===== config.mk =====
export PLATFORM = sky130hd
export DESIGN_NAME = fn_status_regs
export DESIGN_NICKNAME = d
export VERILOG_FILES = /design/src/rtl/fsr_pkg.sv /design/src/rtl/fsr_sync.sv /design/src/rtl/fsr_core.sv /design/src/rtl/fsr_pins.sv /design/src/rtl/fn_status_regs.sv
export SDC_FILE = /design/constraint.sdc
export NUM_CORES = 1
export LEC_CHECK = 0
export ABC_CLOCK_PERIOD_IN_PS = 2250
export CORE_AREA = 4 4 86 88
export DETAILED_ROUTE_END_ITERATION = 6
export DIE_AREA = 0 0 90 92
export SETUP_SLACK_MARGIN = 0.5
export SLEW_MARGIN = 30
export SYNTH_ARGS = -nofsm -noshare
export SYNTH_HDL_FRONTEND = slang
export SYNTH_SLANG_ARGS = --single-unit

===== constraint.sdc =====
create_clock -name clk -period 2.25 [get_ports clk]
set_input_delay 0.5625 -clock clk [delete_from_list [all_inputs] [get_ports clk]]
set_output_delay 0.5625 -clock clk [all_outputs]
set_load 0.1 [all_outputs]

===== src/rtl/fsr_pkg.sv =====
package fsr_pkg;
    localparam int REG_W  = 16;
    localparam int BUS_W  = 32;
    localparam int ADDR_W = 4;
    localparam int NSTAT  = 6;
    localparam int NEDGE  = 5;

    localparam logic [ADDR_W-1:0] OFF_EVENT = 4'h0;
    localparam logic [ADDR_W-1:0] OFF_MASK  = 4'h4;
    localparam logic [ADDR_W-1:0] OFF_PRES  = 4'h8;
    localparam logic [ADDR_W-1:0] OFF_FORCE = 4'hC;

    localparam int B_IRQ     = 15;
    localparam int B_AUD_BIN = 5;
    localparam int B_AUD_PWM = 6;

    localparam logic [REG_W-1:0] EV_BITS   = 16'h801F;
    localparam logic [REG_W-1:0] MASK_BITS = 16'h807F;

    typedef struct packed {
        logic [REG_W-1:0] ev;
        logic [REG_W-1:0] mask;
        logic [NEDGE-1:0] prev;
    } core_t;

    typedef struct packed {
        logic irq_n;
        logic stschg;
        logic aud;
    } pins_t;
endpackage


===== src/rtl/fsr_sync.sv =====
module fsr_sync #(
    parameter int W      = 6,
    parameter int STAGES = 2
) (
    input  logic         clk,
    input  logic         rst_n,
    input  logic [W-1:0] d,
    output logic [W-1:0] q
);
    logic [STAGES-1:0][W-1:0] chain_d, chain_q;

    always_comb begin
        chain_d[0] = d;
        for (int i = 1; i < STAGES; i++) chain_d[i] = chain_q[i-1];
    end

    always_ff @(posedge clk or negedge rst_n) begin
        if (!rst_n) chain_q <= '0;
        else        chain_q <= chain_d;
    end

    assign q = chain_q[STAGES-1];
endmodule


===== src/rtl/fsr_core.sv =====
module fsr_core
    import fsr_pkg::*;
(
    input  logic              clk,
    input  logic              rst_n,
    input  logic              wr_en,
    input  logic [ADDR_W-1:0] addr,
    input  logic [REG_W-1:0]  wdata,
    input  logic [NSTAT-1:0]  stat,
    output logic [REG_W-1:0]  ev_q,
    output logic [REG_W-1:0]  mask_q,
    output logic [REG_W-1:0]  pres
);
    core_t q, d;
    logic [REG_W-1:0] set_v, clr_v;
    logic [NEDGE-1:0] chg;

    assign pres = {stat[NSTAT-1], {(REG_W-NEDGE-1){1'b0}}, stat[NEDGE-1:0]};

    always_comb begin
        chg   = stat[NEDGE-1:0] ^ q.prev;
        set_v = {{(REG_W-NEDGE){1'b0}}, chg};
        clr_v = '0;
        if (wr_en && addr == OFF_FORCE) set_v = set_v | (wdata & EV_BITS);
        if (wr_en && addr == OFF_EVENT) clr_v = wdata & EV_BITS;
        d      = q;
        d.ev   = ((q.ev & ~clr_v) | set_v) & EV_BITS;
        d.prev = stat[NEDGE-1:0];
        if (wr_en && addr == OFF_MASK) d.mask = wdata & MASK_BITS;
    end

    always_ff @(posedge clk or negedge rst_n) begin
        if (!rst_n) q <= '0;
        else        q <= d;
    end

    assign ev_q   = q.ev;
    assign mask_q = q.mask;

    // a forced bit is pending on the next cycle
    a_r6_force_sets: assert property (@(posedge clk) disable iff (!rst_n)
        (wr_en && addr == OFF_FORCE && wdata[B_IRQ]) |=> ev_q[B_IRQ]);
    // a write-one clears the bit (no set source shares that cycle for bit 15)
    a_r5_clear: assert property (@(posedge clk) disable iff (!rst_n)
        (wr_en && addr == OFF_EVENT && wdata[B_IRQ]) |=> !ev_q[B_IRQ]);
    // only the force path raises event bit 15
    a_r4_irq_no_event: assert property (@(posedge clk) disable iff (!rst_n)
        !(wr_en && addr == OFF_FORCE && wdata[B_IRQ]) |=> !$rose(ev_q[B_IRQ]));
endmodule


===== src/rtl/fsr_pins.sv =====
module fsr_pins
    import fsr_pkg::*;
(
    input  logic             clk,
    input  logic             rst_n,
    input  logic [REG_W-1:0] ev,
    input  logic [REG_W-1:0] mask,
    input  logic             pres_irq,
    input  logic             aud_bin,
    input  logic             aud_pwm,
    output logic             irq_n,
    output logic             stschg,
    output logic             aud_out
);
    pins_t q, d;
    logic  en_bin, en_pwm;

    always_comb begin
        en_bin   = mask[B_AUD_BIN];
        en_pwm   = mask[B_AUD_PWM];
        d.irq_n  = !(mask[B_IRQ] && (pres_irq || ev[B_IRQ]));
        d.stschg = |(ev[NEDGE-1:0] & mask[NEDGE-1:0]);
        unique case ({en_pwm, en_bin})
            2'b01:   d.aud = aud_bin;
            2'b10:   d.aud = aud_pwm;
            default: d.aud = 1'b0;
        endcase
    end

    always_ff @(posedge clk or negedge rst_n) begin
        if (!rst_n) q <= '{irq_n: 1'b1, stschg: 1'b0, aud: 1'b0};
        else        q <= d;
    end

    assign irq_n   = q.irq_n;
    assign stschg  = q.stschg;
    assign aud_out = q.aud;
endmodule


===== src/rtl/fn_status_regs.sv =====
module fn_status_regs
    import fsr_pkg::*;
#(
    parameter int SYNC_STAGES = 2
) (
    input  logic              clk,
    input  logic              rst_n,
    input  logic              bus_wr,
    input  logic [ADDR_W-1:0] bus_addr,
    input  logic [BUS_W-1:0]  bus_wdata,
    output logic [BUS_W-1:0]  bus_rdata,
    input  logic              st_wp,
    input  logic              st_ready,
    input  logic              st_bvd2,
    input  logic              st_bvd1,
    input  logic              st_wake,
    input  logic              st_irq,
    input  logic              aud_bin,
    input  logic              aud_pwm,
    output logic              irq_n,
    output logic              stschg,
    output logic              aud_out
);
    logic [NSTAT-1:0] stat_raw, stat_s;
    logic [REG_W-1:0] ev_q, mask_q, pres;

    assign stat_raw = {st_irq, st_wake, st_bvd1, st_bvd2, st_ready, st_wp};

    fsr_sync #(.W(NSTAT), .STAGES(SYNC_STAGES)) u_sync (
        .clk(clk), .rst_n(rst_n), .d(stat_raw), .q(stat_s));

    fsr_core u_core (
        .clk(clk), .rst_n(rst_n), .wr_en(bus_wr), .addr(bus_addr),
        .wdata(bus_wdata[REG_W-1:0]), .stat(stat_s),
        .ev_q(ev_q), .mask_q(mask_q), .pres(pres));

    fsr_pins u_pins (
        .clk(clk), .rst_n(rst_n), .ev(ev_q), .mask(mask_q),
        .pres_irq(pres[B_IRQ]), .aud_bin(aud_bin), .aud_pwm(aud_pwm),
        .irq_n(irq_n), .stschg(stschg), .aud_out(aud_out));

    always_comb begin
        unique case (bus_addr)
            OFF_EVENT: bus_rdata = {{(BUS_W-REG_W){1'b0}}, ev_q};
            OFF_MASK:  bus_rdata = {{(BUS_W-REG_W){1'b0}}, mask_q};
            OFF_PRES:  bus_rdata = {{(BUS_W-REG_W){1'b0}}, pres};
            default:   bus_rdata = '0;
        endcase
    end

    // with the interrupt mask clear the pin stays high
    a_r7_masked_irq: assert property (@(posedge clk) disable iff (!rst_n)
        !mask_q[B_IRQ] |=> irq_n);
    // no enabled status source, no status change
    a_r8_masked_stschg: assert property (@(posedge clk) disable iff (!rst_n)
        (mask_q[NEDGE-1:0] == '0) |=> !stschg);
    // both or neither audio enable gives silence
    a_r9_audio_off: assert property (@(posedge clk) disable iff (!rst_n)
        (mask_q[B_AUD_BIN] == mask_q[B_AUD_PWM]) |=> !aud_out);
endmodule


* Word-level counts from Yosys, hierarchy flattened
Cells that the tools add are included.
** Cells by class
- Mux-type cells :: 4
- Reduce and logical (&&, ||, !) cells :: 8
- Equality and inequality tests :: 5
- Bitwise operators :: 6
** Operators with widths (count)
- $pmux W16 S3 :: 1
- $mux W16 :: 2
- $and A16 B16 Y16 :: 1
- $not A16 Y16 :: 1
- $or A16 B16 Y16 :: 1
- $or A5 B16 Y16 :: 1
- $eq A4 B4 Y1 const B :: 2
- $and A5 B5 Y5 :: 1
- $reduce_or A5 Y1 :: 1
- $xor A5 B5 Y5 :: 1
- $eq A4 B3 Y1 const B :: 1
- $logic_and A1 B1 Y1 :: 4
- $logic_not A4 Y1 :: 1
- $eq A2 B1 Y1 const B :: 1
- $eq A2 B2 Y1 const B :: 1
- $pmux W1 S2 :: 1
- $logic_not A1 Y1 :: 1
- $logic_or A1 B1 Y1 :: 1
** Storage, ports and cells
- Flip-flop bits (word level) :: 34
- Word-level logic and storage cells :: 31
- Input port bits :: 47
- Output and inout bits :: 35

* Longest topological paths before layout
- Depth after elaboration :: 6
- Gate-level depth with buffers :: 4
- Gate-level depth less buffers :: 4

* Cells and area by module
A second synthesis with hierarchy kept.
** Second synthesis, totals
- Cells, all modules :: 180
- Area, all modules :: 2072.0 um^2
** Modules (own cells, without submodules)
- fsr_core :: area an instance 1117.3 um^2, instances 1, cells each 99, seq. area each 475.5 um^2
- fn_status_regs :: area an instance 508.0 um^2, instances 1, cells each 56, seq. area each 0.0 um^2
- fsr_sync :: area an instance 300.3 um^2, instances 1, cells each 12, seq. area each 300.3 um^2
- fsr_pins :: area an instance 146.4 um^2, instances 1, cells each 13, seq. area each 76.3 um^2

* Least setup slack after synthesis
OpenSTA, ideal clock, no wires.
- Path kind :: input to output
- From :: input bus_addr[1]
- To :: output bus_rdata[5]
- Arrival time :: 2879 ps
- Path buffers :: 0
- Stages :: 3
- Setup slack :: -1191 ps
- Data required time :: 1688 ps
- Cell sequence :: nor2_4 nand2_1 nor3_1
** On the way
- Cells in the longest elaborated chain, start to end :: 2
- Elaborated cells on any way between the ends :: 4
- Those cells by class :: eq/ne (2); mux (1); reduce/logical (1)
** RTL lines
- start, declared :: RTL line fn_status_regs.sv:9 : input logic [ADDR_W-1:0] bus_addr,
- $eq A4 B4 Y1 (tied with other cells) :: RTL line fn_status_regs.sv:43 : unique case (bus_addr)
- $pmux W16 S3 * :: RTL line fn_status_regs.sv:43
- end, declared :: RTL line fn_status_regs.sv:11 : output logic [BUS_W-1:0] bus_rdata,
Mark *: on every way between the ends. The rest lies on a longest branch, timed or not.

* Worst setup path in the final report
- From :: input bus_addr[2]
- To :: output bus_rdata[3]
The elaborated chain is that of the path after synthesis.

==> qor.csv <==
stage;metric;value;unit
yosys;syn_avg_cell_area;12.61;µm²
floorplan;die_y;92;µm
detailed_routing;dr.pass1.iters;4;
critical_path;cpLargestDelayFamily;buffers and inverters;
final_layout;drive_above_1_share;0.3837;
job;cap_viol_max_count;0;
grt;antenna_found_initial;0;
grt;grt.total_usage;0.09043;
critical_path;crit_chain;buf_8 -> buf_12 -> nor2b_4 -> buf_12 -> a2bb2oi_2 -> nor2_4 -> buf_12;
sta;min_period;2.058;ns
yosys;yosys.area.top_type;dfrtp_1;
critical_path;crit_path_frequent_cell;buf_12;
yosys;synthesis.area;1602;µm²
clocking;numCtsBuffers;5;
yosys;synthCells;127;
critical_path;crit_type;in -> out;
final_layout;final_nets;220;
detailed_routing;routed_wl;3.502;mm
final_layout;final_cell_mix;dfrtp_1 (33), conb_1 (24), clkdlybuf4s50_1 (18);
critical_path;worst_r2r_path_depth;2;
yosys;yosys_warnings;0;
place;dp_hpwl;2.485;mm
clocking;cts_tree;done;
clocking;clk_pin_slew;0.07;ns
detailed_routing;dr_total_vias;1063;
sta;finalMaxSlewViolations;0;
clocking;htree_num_levels;2;
sta;finClkSkew;0.001866;ns
min_path;hold_path_depth;0;
yosys;yosysSeqAreaShare;0.5320;
yosys;synth-seq-cells;34;
pwr;p_per_area;767.9;nW/µm²
sta;worst_slack;0.1921;ns
clocking;hold_buffers;0;
sta;fmax;0.4859;GHz
sta;rsz0062_at_grt;yes;
place;gp_congestion;0.7633;
sta;min_period_over_period;0.9146;
critical_path;required;1.69;ns
floorplan;core;6644;µm²
final_layout;fill_cells;653;
grt;grt_start_max_net_pins;35;
final_layout;post-route-util;0.3520;
critical_path;cp.depth;7;
status;outcome;finished, final reports clean;
pwr;peakVddDrop;0.0002640;V
yosys;ys_types;28;
floorplan;io_pins;82;
place;io_buffers;33;
sta;finalHoldViolCount;0;
grt;grt_pass1_wl;5.871;mm
critical_path;path_max_fanout;5;
critical_path;cp-start-kind;input port;
place;dp_slack;-0.3011;ns
final_layout;syn2layout_area_growth;46.02;%
floorplan;die_area;8280;µm²
detailed_routing;antenna_left;0;
yosys;synth.top_cell.area_share;0.5156;
critical_path;cp.arrival;1.50;ns
min_path;hold_class;reg -> reg;
critical_path;cp-end-kind;output port;
detailed_routing;drtIter0Drc;49;
yosys;synth.area.top_cells;dfrtp_1 (52%), buf_4 (11%), mux2_2 (5.6%);
clocking;clk_latency;0.28;ns
clocking;cts_sinks;34;
floorplan;rows;30;
grt;grt_pass1_vias;1137;
critical_path;cp_num_buf_inv;4;
clocking;ctsLongestPathBuffers;2;
floorplan;die_w;90;µm
sta;hold_slack;0.3466;ns
detailed_routing;wl_per_cell;13.90;µm
floorplan;initial_utilization;0.2411;
clocking;root_buffer;clkbuf_8;
detailed_routing;via_per_inst;4.218;
pwr;p_leak;0.9969;nW
sta;setup_viol;0;
final_layout;multiInputGateArea;770.7;µm²
critical_path;critPathMaxStageDelay;0.18;ns
sta;fin_setup_tns;0;ns
final_layout;final_common_cell;dfrtp_1;
detailed_routing;route.detailed.drc;0;
critical_path;worst_path_max_delay_cell;nor2b_4;
final_layout;n_antenna_cell;0;
grt;grt_overflow_total;0;
final_layout;regArea;852.1;µm²
-- worst reg2reg max path, stage by stage (launching register included) --
cell,delay [ns]
dfrtp_1,0.40
a222oi_1,0.36
nand2_1,0.14
-- timing repair --
| action | in CTS | in global routing |
|---|---|---|
| endpoints found under the setup margin | 16 | 8 |
| gates resized for setup | 29 | 2 |
| gates cloned | 1 | 0 |
| pin swaps | 11 | 1 |
| buffers inserted | 2 | 0 |
-- where the power goes --
group	leakage, nW	switching [W]	internal (W)
sequential	0.386	0.0000444	0.000679
combinational	0.563	0.000425	0.000191
clock	0.0482	0.000209	0.000247
-- worst paths after layout --
kind / from / endpoint / slack [ns]
worst min-delay path: u_sync.chain_d[6] / u_sync.q[0] / 0.35
worst max register to register: u_core.ev_q[4] / u_pins.stschg / 1.21
worst min register to register: u_sync.chain_d[6] / u_sync.q[0] / 0.35
min in group asynchronous: rst_n / u_pins.aud_out / 0.70
worst max-delay path: bus_addr[2] / bus_rdata[3] / 0.19
max in group asynchronous: rst_n / u_pins.irq_n / 1.20
-- per-stage QoR --
step	power [W]	std cells	cell area, µm²
2_1_floorplan	0.001211	150	1821
3_3_place_gp	0.001309	241	2150
3_5_place_dp	0.001318	241	2150
4_1_cts	0.001815	252	2323
5_1_grt	0.001884	252	2338
6_report	0.001796	252	2338
-- sequential cells by signal, indices dropped and copies added (netlist names) --
register and flops:
u_pins.aud_out 1, u_pins.irq_n 1, u_sync.q 6, u_core.q 5, u_core.ev_q 6, u_core.mask_q 8
u_sync.chain_d 6, u_pins.stschg 1
-- Yosys cell counts --
cell type and number:
a2bb2oi_1 5, buf_6 3, a22oi_1 2, buf_2 1, nor2_4 2, and4_4 1
nand4_1 6, mux2_2 8, o21ai_0 1, mux2i_1 6, buf_1 1, nor2_1 6
or2_2 2, a222oi_1 1, conb_1 1, a221o_1 5, ha_1 2, buf_4 24
nor3_1 2, a21oi_1 1, inv_1 2, nand4b_4 1, dfstp_2 1, nand2_1 3
a22o_2 1, dfrtp_1 33, xor2_1 5, nor2b_1 1
-- area by class of cell --
| class | count | share of cell area |
|---|---|---|
| Clock buffer | 7 | 0.03692 |
| Clock inverter | 1 | 0.002140 |
| Inverter | 2 | 0.003210 |
| Multi-Input combinational cell | 85 | 0.3296 |
| Sequential cell | 34 | 0.3644 |
| Tap cell | 80 | 0.04280 |
| Timing Repair Buffer | 43 | 0.2210 |
-- routing by layer --
metal  vias to the layer above  share of wire  GRT usage  routed length [µm]
met5                         -              0          0                   0
met4                         0         0.0086    0.02679                  30
met3                         5          0.071    0.03035                 249
met2                        45           0.47     0.1363                1629
met1                       528           0.45     0.1230                1593
li1                        485              -          -                   -
-- kinds of logic (layout without fill, tap and decap cells) --
| family | after synthesis | in the layout | synth area share |
|---|---|---|---|
| other cells | 1 | 24 | 0.002342 |
| buf+inv | 31 | 53 | 0.1437 |
| xor+xnor | 5 | 5 | 0.02734 |
| flops | 34 | 34 | 0.5320 |
| compound gates | 16 | 16 | 0.08671 |
| mux | 14 | 14 | 0.09375 |
| simple gates | 24 | 24 | 0.09844 |
| fa+ha+maj | 2 | 2 | 0.01562 |
(Power assumes the default switching activity.)
